$ cat src/rtl/mms_pkg.sv
package mms_pkg;

    typedef enum logic [1:0] {
        ST_HUNT   = 2'd0,
        ST_SEARCH = 2'd1,
        ST_LOCK   = 2'd2
    } sync_state_e;

    typedef enum logic {
        MK_HEADER = 1'b0,
        MK_DATA   = 1'b1
    } mark_kind_e;

    typedef struct packed {
        logic       hit;
        mark_kind_e kind;
    } mark_res_t;

    function automatic logic cells_alternate(input logic prev_cell, input logic cur_cell);
        return prev_cell != cur_cell;
    endfunction

endpackage

$ cat src/rtl/mms_preamble.sv
module mms_preamble import mms_pkg::*; #(
    parameter int PRE_CELLS = 64
) (
    input  logic clk,
    input  logic rst,
    input  logic clr,
    input  logic cell_vld,
    input  logic cell_bit,
    output logic pre_done,
    output logic brk
);
    localparam int CW = $clog2(PRE_CELLS + 1);
    localparam logic [CW-1:0] FULL = CW'(PRE_CELLS);

    logic          prev_q;
    logic          have_prev_q;
    logic [CW-1:0] run_q;
    logic [CW-1:0] run_d;
    logic          alt;

    assign alt = have_prev_q && cells_alternate(prev_q, cell_bit);
    assign brk = cell_vld && have_prev_q && !alt;

    always_comb begin
        if (!alt)
            run_d = CW'(1);
        else if (run_q == FULL)
            run_d = FULL;
        else
            run_d = run_q + CW'(1);
    end

    assign pre_done = cell_vld && (run_d == FULL);

    always_ff @(posedge clk) begin
        if (rst || clr) begin
            prev_q      <= 1'b0;
            have_prev_q <= 1'b0;
            run_q       <= '0;
        end else if (cell_vld) begin
            prev_q      <= cell_bit;
            have_prev_q <= 1'b1;
            run_q       <= run_d;
        end
    end
endmodule

$ cat src/rtl/mms_mark_match.sv
module mms_mark_match import mms_pkg::*; #(
    parameter int                    CELLS    = 16,
    parameter logic [CELLS-1:0]      HDR_MARK = 16'h4489,
    parameter logic [CELLS-1:0]      DAT_MARK = 16'h4442
) (
    input  logic      clk,
    input  logic      rst,
    input  logic      clr,
    input  logic      cell_vld,
    input  logic      cell_bit,
    output mark_res_t res
);
    localparam int NUM_MARKS = 2;
    localparam logic [NUM_MARKS-1:0][CELLS-1:0] PATS = {DAT_MARK, HDR_MARK};

    logic [CELLS-1:0]     win_q;
    logic [CELLS-1:0]     win_d;
    logic [NUM_MARKS-1:0] hits;

    assign win_d = {win_q[CELLS-2:0], cell_bit};

    for (genvar g = 0; g < NUM_MARKS; g++) begin : g_cmp
        assign hits[g] = (win_d == PATS[g]);
    end

    assign res.hit  = cell_vld && (|hits);
    assign res.kind = hits[1] ? MK_DATA : MK_HEADER;

    always_ff @(posedge clk) begin
        if (rst || clr)
            win_q <= '0;
        else if (cell_vld)
            win_q <= win_d;
    end
endmodule

$ cat src/rtl/mms_byte_timer.sv
module mms_byte_timer #(
    parameter int BYTE_CELLS = 16
) (
    input  logic clk,
    input  logic rst,
    input  logic clr,
    input  logic run,
    input  logic cell_vld,
    output logic tick
);
    localparam int BW = $clog2(BYTE_CELLS);
    localparam logic [BW-1:0] LAST = BW'(BYTE_CELLS - 1);

    logic [BW-1:0] cnt_q;

    assign tick = run && cell_vld && (cnt_q == LAST);

    always_ff @(posedge clk) begin
        if (rst || clr)
            cnt_q <= '0;
        else if (run && cell_vld)
            cnt_q <= (cnt_q == LAST) ? '0 : cnt_q + BW'(1);
    end
endmodule

$ cat src/rtl/mfm_mark_sync.sv
module mfm_mark_sync import mms_pkg::*; #(
    parameter int                    PRE_CELLS  = 64,
    parameter int                    MARK_CELLS = 16,
    parameter logic [MARK_CELLS-1:0] HDR_MARK   = 16'h4489,
    parameter logic [MARK_CELLS-1:0] DAT_MARK   = 16'h4442,
    parameter int                    BYTE_CELLS = 16
) (
    input  logic clk,
    input  logic rst,
    input  logic chan_stb,
    input  logic chan_bit,
    input  logic resync,
    output logic pre_seen,
    output logic mark_found,
    output logic mark_type,
    output logic byte_stb
);
    localparam int GW = $clog2(MARK_CELLS + 1);
    localparam logic [GW-1:0] GAP_LAST = GW'(MARK_CELLS - 1);

    sync_state_e state_q, state_d;
    logic [GW-1:0] gap_q, gap_d;
    mark_kind_e  kind_q, kind_d;
    logic        found_q, found_d;
    logic        stb_q;
    logic        pre_done, brk, tick;
    mark_res_t   mres;

    mms_preamble #(.PRE_CELLS(PRE_CELLS)) u_pre (
        .clk(clk), .rst(rst), .clr(resync),
        .cell_vld(chan_stb), .cell_bit(chan_bit),
        .pre_done(pre_done), .brk(brk)
    );

    mms_mark_match #(.CELLS(MARK_CELLS), .HDR_MARK(HDR_MARK), .DAT_MARK(DAT_MARK)) u_match (
        .clk(clk), .rst(rst), .clr(resync),
        .cell_vld(chan_stb), .cell_bit(chan_bit),
        .res(mres)
    );

    mms_byte_timer #(.BYTE_CELLS(BYTE_CELLS)) u_bt (
        .clk(clk), .rst(rst), .clr(resync || found_d),
        .run(state_q == ST_LOCK), .cell_vld(chan_stb),
        .tick(tick)
    );

    always_comb begin
        state_d = state_q;
        gap_d   = gap_q;
        unique case (state_q)
            ST_HUNT: begin
                gap_d = '0;
                if (pre_done) state_d = ST_SEARCH;
            end
            ST_SEARCH: begin
                if (mres.hit) begin
                    state_d = ST_LOCK;
                    gap_d   = '0;
                end else if (chan_stb && (brk || gap_q != '0)) begin
                    if (gap_q == GAP_LAST) begin
                        state_d = ST_HUNT;
                        gap_d   = '0;
                    end else begin
                        gap_d = gap_q + GW'(1);
                    end
                end
            end
            ST_LOCK: state_d = ST_LOCK;
            default: state_d = ST_HUNT;
        endcase
        if (resync) begin
            state_d = ST_HUNT;
            gap_d   = '0;
        end
    end

    assign found_d = (state_q == ST_SEARCH) && mres.hit && !resync;

    always_comb begin
        kind_d = kind_q;
        if (resync)       kind_d = MK_HEADER;
        else if (found_d) kind_d = mres.kind;
    end

    always_ff @(posedge clk) begin
        if (rst) begin
            state_q <= ST_HUNT;
            gap_q   <= '0;
            kind_q  <= MK_HEADER;
            found_q <= 1'b0;
            stb_q   <= 1'b0;
        end else begin
            state_q <= state_d;
            gap_q   <= gap_d;
            kind_q  <= kind_d;
            found_q <= found_d;
            stb_q   <= tick && !resync;
        end
    end

    assign pre_seen   = (state_q != ST_HUNT);
    assign mark_found = found_q;
    assign mark_type  = kind_q;
    assign byte_stb   = stb_q;
endmodule

$ cat config.mk
export PLATFORM = sky130hd
export DESIGN_NAME = mfm_mark_sync
export DESIGN_NICKNAME = d
export VERILOG_FILES = /design/src/rtl/mms_pkg.sv /design/src/rtl/mms_preamble.sv /design/src/rtl/mms_mark_match.sv /design/src/rtl/mms_byte_timer.sv /design/src/rtl/mfm_mark_sync.sv
export SDC_FILE = /design/constraint.sdc
export NUM_CORES = 1
export LEC_CHECK = 0
export ABC_AREA = 1
export BUFFER_PORTS_ARGS = -buffer_cell sky130_fd_sc_hd__buf_2
export CAP_MARGIN = 20
export CORE_ASPECT_RATIO = 0.9
export CORE_MARGIN = 2
export CORE_UTILIZATION = 56
export CTS_BUF_LIST = sky130_fd_sc_hd__clkbuf_2 sky130_fd_sc_hd__clkbuf_4 sky130_fd_sc_hd__clkbuf_8
export CTS_CLUSTER_DIAMETER = 30
export DETAILED_ROUTE_END_ITERATION = 16
export HOLD_SLACK_MARGIN = 0.15
export PLACE_DENSITY = 0.75
export SYNTH_ARGS = -nofsm -noshare
export SYNTH_HDL_FRONTEND = slang
export SYNTH_HIERARCHICAL = 1
export SYNTH_SLANG_ARGS = --single-unit
export TNS_END_PERCENT = 50
$ cat constraint.sdc
create_clock -name clk -period 1.9 [get_ports clk]
set_clock_uncertainty 0.05 [all_clocks]
set_input_delay 0.19 -clock clk [delete_from_list [all_inputs] [get_ports clk]]
set_output_delay 0.19 -clock clk [all_outputs]
set_load 0.05 [all_outputs]
==> metrics.txt <==
run status=complete, no violations; maximum capacitance violations=0; setup TNS after final layout=0 ps; distinct cell type count after synthesis=32; WP data required=2030 ps; count of nets after finishing=316; cell-by-cell trace of the critical path=buf_2, dlygate4sd3_1, inv_1, nand2_1, nand3_4, inv_4, nor3_2, nor2_1, nand3_1, nand2_2, nand2_2, nand2_2, o21bai_1, inv_1; actual transition at the worst max-transition pin=705 ps; Gate Count Post-Synth=294; TritonCTS clock tree=yes; Clock Root Buffer=clkbuf_8; class of the worst hold path=primary input to flop; ratio of final minimum period to clock period=91.6%; kind of start point of the critical path=primary input; final critical delay including setup and external delays=1740 ps; first-pass GRT wire length=6710 um; total I/O pin count=9; leak pwr=0.906 nW; global router's overall resource usage=21.5%; post-placement setup slack=202 ps; Post-CTS Setup Inserts=0; Slew Limit Headroom=53.0%; area of the core=3430 sq um; number of buffers inserted during clock tree synthesis=5; number of flops mapped to enable cells by yosys=0; insertion delay to the later sink of the worst-skew pair=280 ps; pin count of the biggest net entering global routing=22; Initial DRC Count=104; combined area of all synthesized cells=2050 sq um; final design area excluding fillers=2200 sq um; total number of placement rows=20; nets in the synthesized netlist=304; top library cells by usage in the layout, fill and taps aside=67 x nand2_1, 50 x nor2_1, 38 x dfxtp_1, 34 x inv_1, 17 x nand3_1; worst-case clock buffer depth=2; worst-path cell with the longest stage delay=dlygate4sd3_1; # H-tree levels=2; share of power burned in registers=56.3%; final weighted congestion in routability-driven placement=0.859; sum of routed wire length over all layers=3740 um; area taken by multi-input logic gates=1070 sq um; net switching power of the design=0.334 mW; I/O Buffers=8; category of the most critical setup path=primary input to flop; slack of the critical path=160 ps; Sink Count=38; Max rail drop VDD=0.401 mV; antenna diode count=0; clock input transition at the sequential cells of the worst setup and hold paths=70 ps; layout cells sized above 1=17.0%; combined flip-flop and latch cell area=761 sq um; clock network power share=37.4%; Via Count=1,739; post-DP HPWL=2660 um; placed cell area=2080 sq um; antenna violations before repair=0; total power per unit cell area=658 nW/um^2; critical path endpoint category=flop; total of flip-flops plus latches after synthesis=38; sequential element share of the synthesized area=37.1%; arrival time reported for the critical path endpoint=1870 ps; placed cell count=340; routed vias/inst=4.98; final-report hold violation count=0; Initial Util=59.7%; area of the die=4160 sq um; Max FO, Critical Path=6; vias in the first global route=1,570; DRT Pass-1 Iters=4; average wire length per cell after detail routing=10.7 um; number of max-slew violations in the final report=0; antenna-violating nets left=0; DRC viols=0; non-filler instance count after layout=349; most frequent CP cell=nand2_2; Post-Syn Area per Cell=6.97 sq um; # fillers=295; internal power=1.12 mW; yosys warns=6; total power draw=1.45 mW; highest achievable clock rate=0.575 GHz; most frequently used flop master after synthesis=dfxtp_1; Net Sw Frac=23.1%; share of power burned in combinational logic=6.3%; synthesis-to-layout area growth=7.57%; height of the die=61.4 um; leading cell type in the layout, fill and taps excluded=nand2_1; aggregate global routing overflow=0; die width=67.8 um; largest stage delay on the critical path=550 ps; proportion of synthesized flip-flops having asynchronous set or reset=0%; Setup-failing EPs final=0
## what timing repair did
action	CTS	global route
hold buffers	3	0
endpoints found under the setup margin	0	9
hold endpoints to repair	3	0
resized for setup	0	5
## cell type report
type / instances / share of cell area [%]
Clock buffer: 6 / 3.75
Inverter: 38 / 6.59
Multi-Input combinational cell: 210 / 48.8
Sequential cell: 38 / 34.5
Tap cell: 44 / 2.50
Timing Repair Buffer: 13 / 3.86
## synthesized netlist by cell type, types with 2 or more instances
| cell | n | area share, % |
|---|---|---|
| a21oi_1 | 12 | 2.9 |
| nand2_2 | 6 | 1.8 |
| inv_2 | 3 | 0.55 |
| buf_4 | 3 | 1.1 |
| o21bai_1 | 2 | 0.73 |
| o21ai_2 | 2 | 0.86 |
| buf_6 | 3 | 1.6 |
| inv_1 | 35 | 6.4 |
| a211oi_1 | 4 | 1.5 |
| nor2_1 | 51 | 9.3 |
| o21ai_0 | 9 | 2.2 |
| nand4_1 | 2 | 0.61 |
| nand2_1 | 68 | 12 |
| nor3_1 | 3 | 0.73 |
| ha_1 | 5 | 3.1 |
| xor2_1 | 2 | 0.86 |
| nand3_1 | 17 | 4.2 |
| a21oi_2 | 12 | 5.1 |
| nor2_2 | 5 | 1.5 |
| dfxtp_1 | 38 | 37 |
## worst max-delay path: cells and delay by family
kind / cells / cell delay, ps
AOI/OAI and AO/OA: 1 / 150
and+or+nand+nor: 8 / 710
buffers and inverters: 5 / 840
## stage by stage
| step | util, % | hold slack, ps |
|---|---|---|
| global placement | 60.6 | 377 |
| global route | 64.3 | 181 |
| detailed placement | 60.6 | 378 |
| finish | 64.3 | 170 |
| floorplan | - | 212 |
| CTS | 63.9 | 161 |
## final timing paths
check	slack [ps]	endpoint	startpoint	depth (start not counted)
worst min-delay path	170	u_match/win_q[0]	chan_bit	3
worst max-delay path	160	gap_q[4]	chan_bit	14
worst max register to register	200	u_bt/cnt_q[3]	u_match/win_q[5]	13
worst min register to register	420	u_match/win_q[14]	u_match/win_q[14]	2
## power groups by stage
stage | clock [mW] | sequential [mW] | combinational, mW
2_1_floorplan | 0 | 0.831 | 0.0745
4_1_cts | 0.561 | 0.816 | 0.0903
3_5_place_dp | 0 | 0.835 | 0.0850
3_3_place_gp | 0 | 0.835 | 0.0847
5_1_grt | 0.592 | 0.817 | 0.104
6_report | 0.543 | 0.817 | 0.0909
## flip-flops by register name, summed over array words and instances (netlist names)
name,count
state_q,2
u_pre/prev_q,1
gap_q,5
mark_found,1
byte_stb,1
u_pre/have_prev_q,1
u_pre/run_q,7
u_match/win_q,15
u_bt/cnt_q,4
mark_type,1
## layer usage
metal | GRT usage (%) | vias up | wire length, um
met3 | 4.57 | 5 | 101
met2 | 34.0 | 19 | 1630
met4 | 8.45 | 0 | 40
met1 | 28.9 | 771 | 1970
met5 | 0 | - | 0
li1 | - | 944 | -
## kinds of logic after synthesis
group | after synthesis | synth area share, %
simple gates | 158 | 33.3
compound gates | 45 | 14.8
xor+xnor | 2 | 0.855
fa+ha+maj | 5 | 3.05
flops | 38 | 37.1
buf+inv | 46 | 10.9
(Power assumes the default switching activity.)
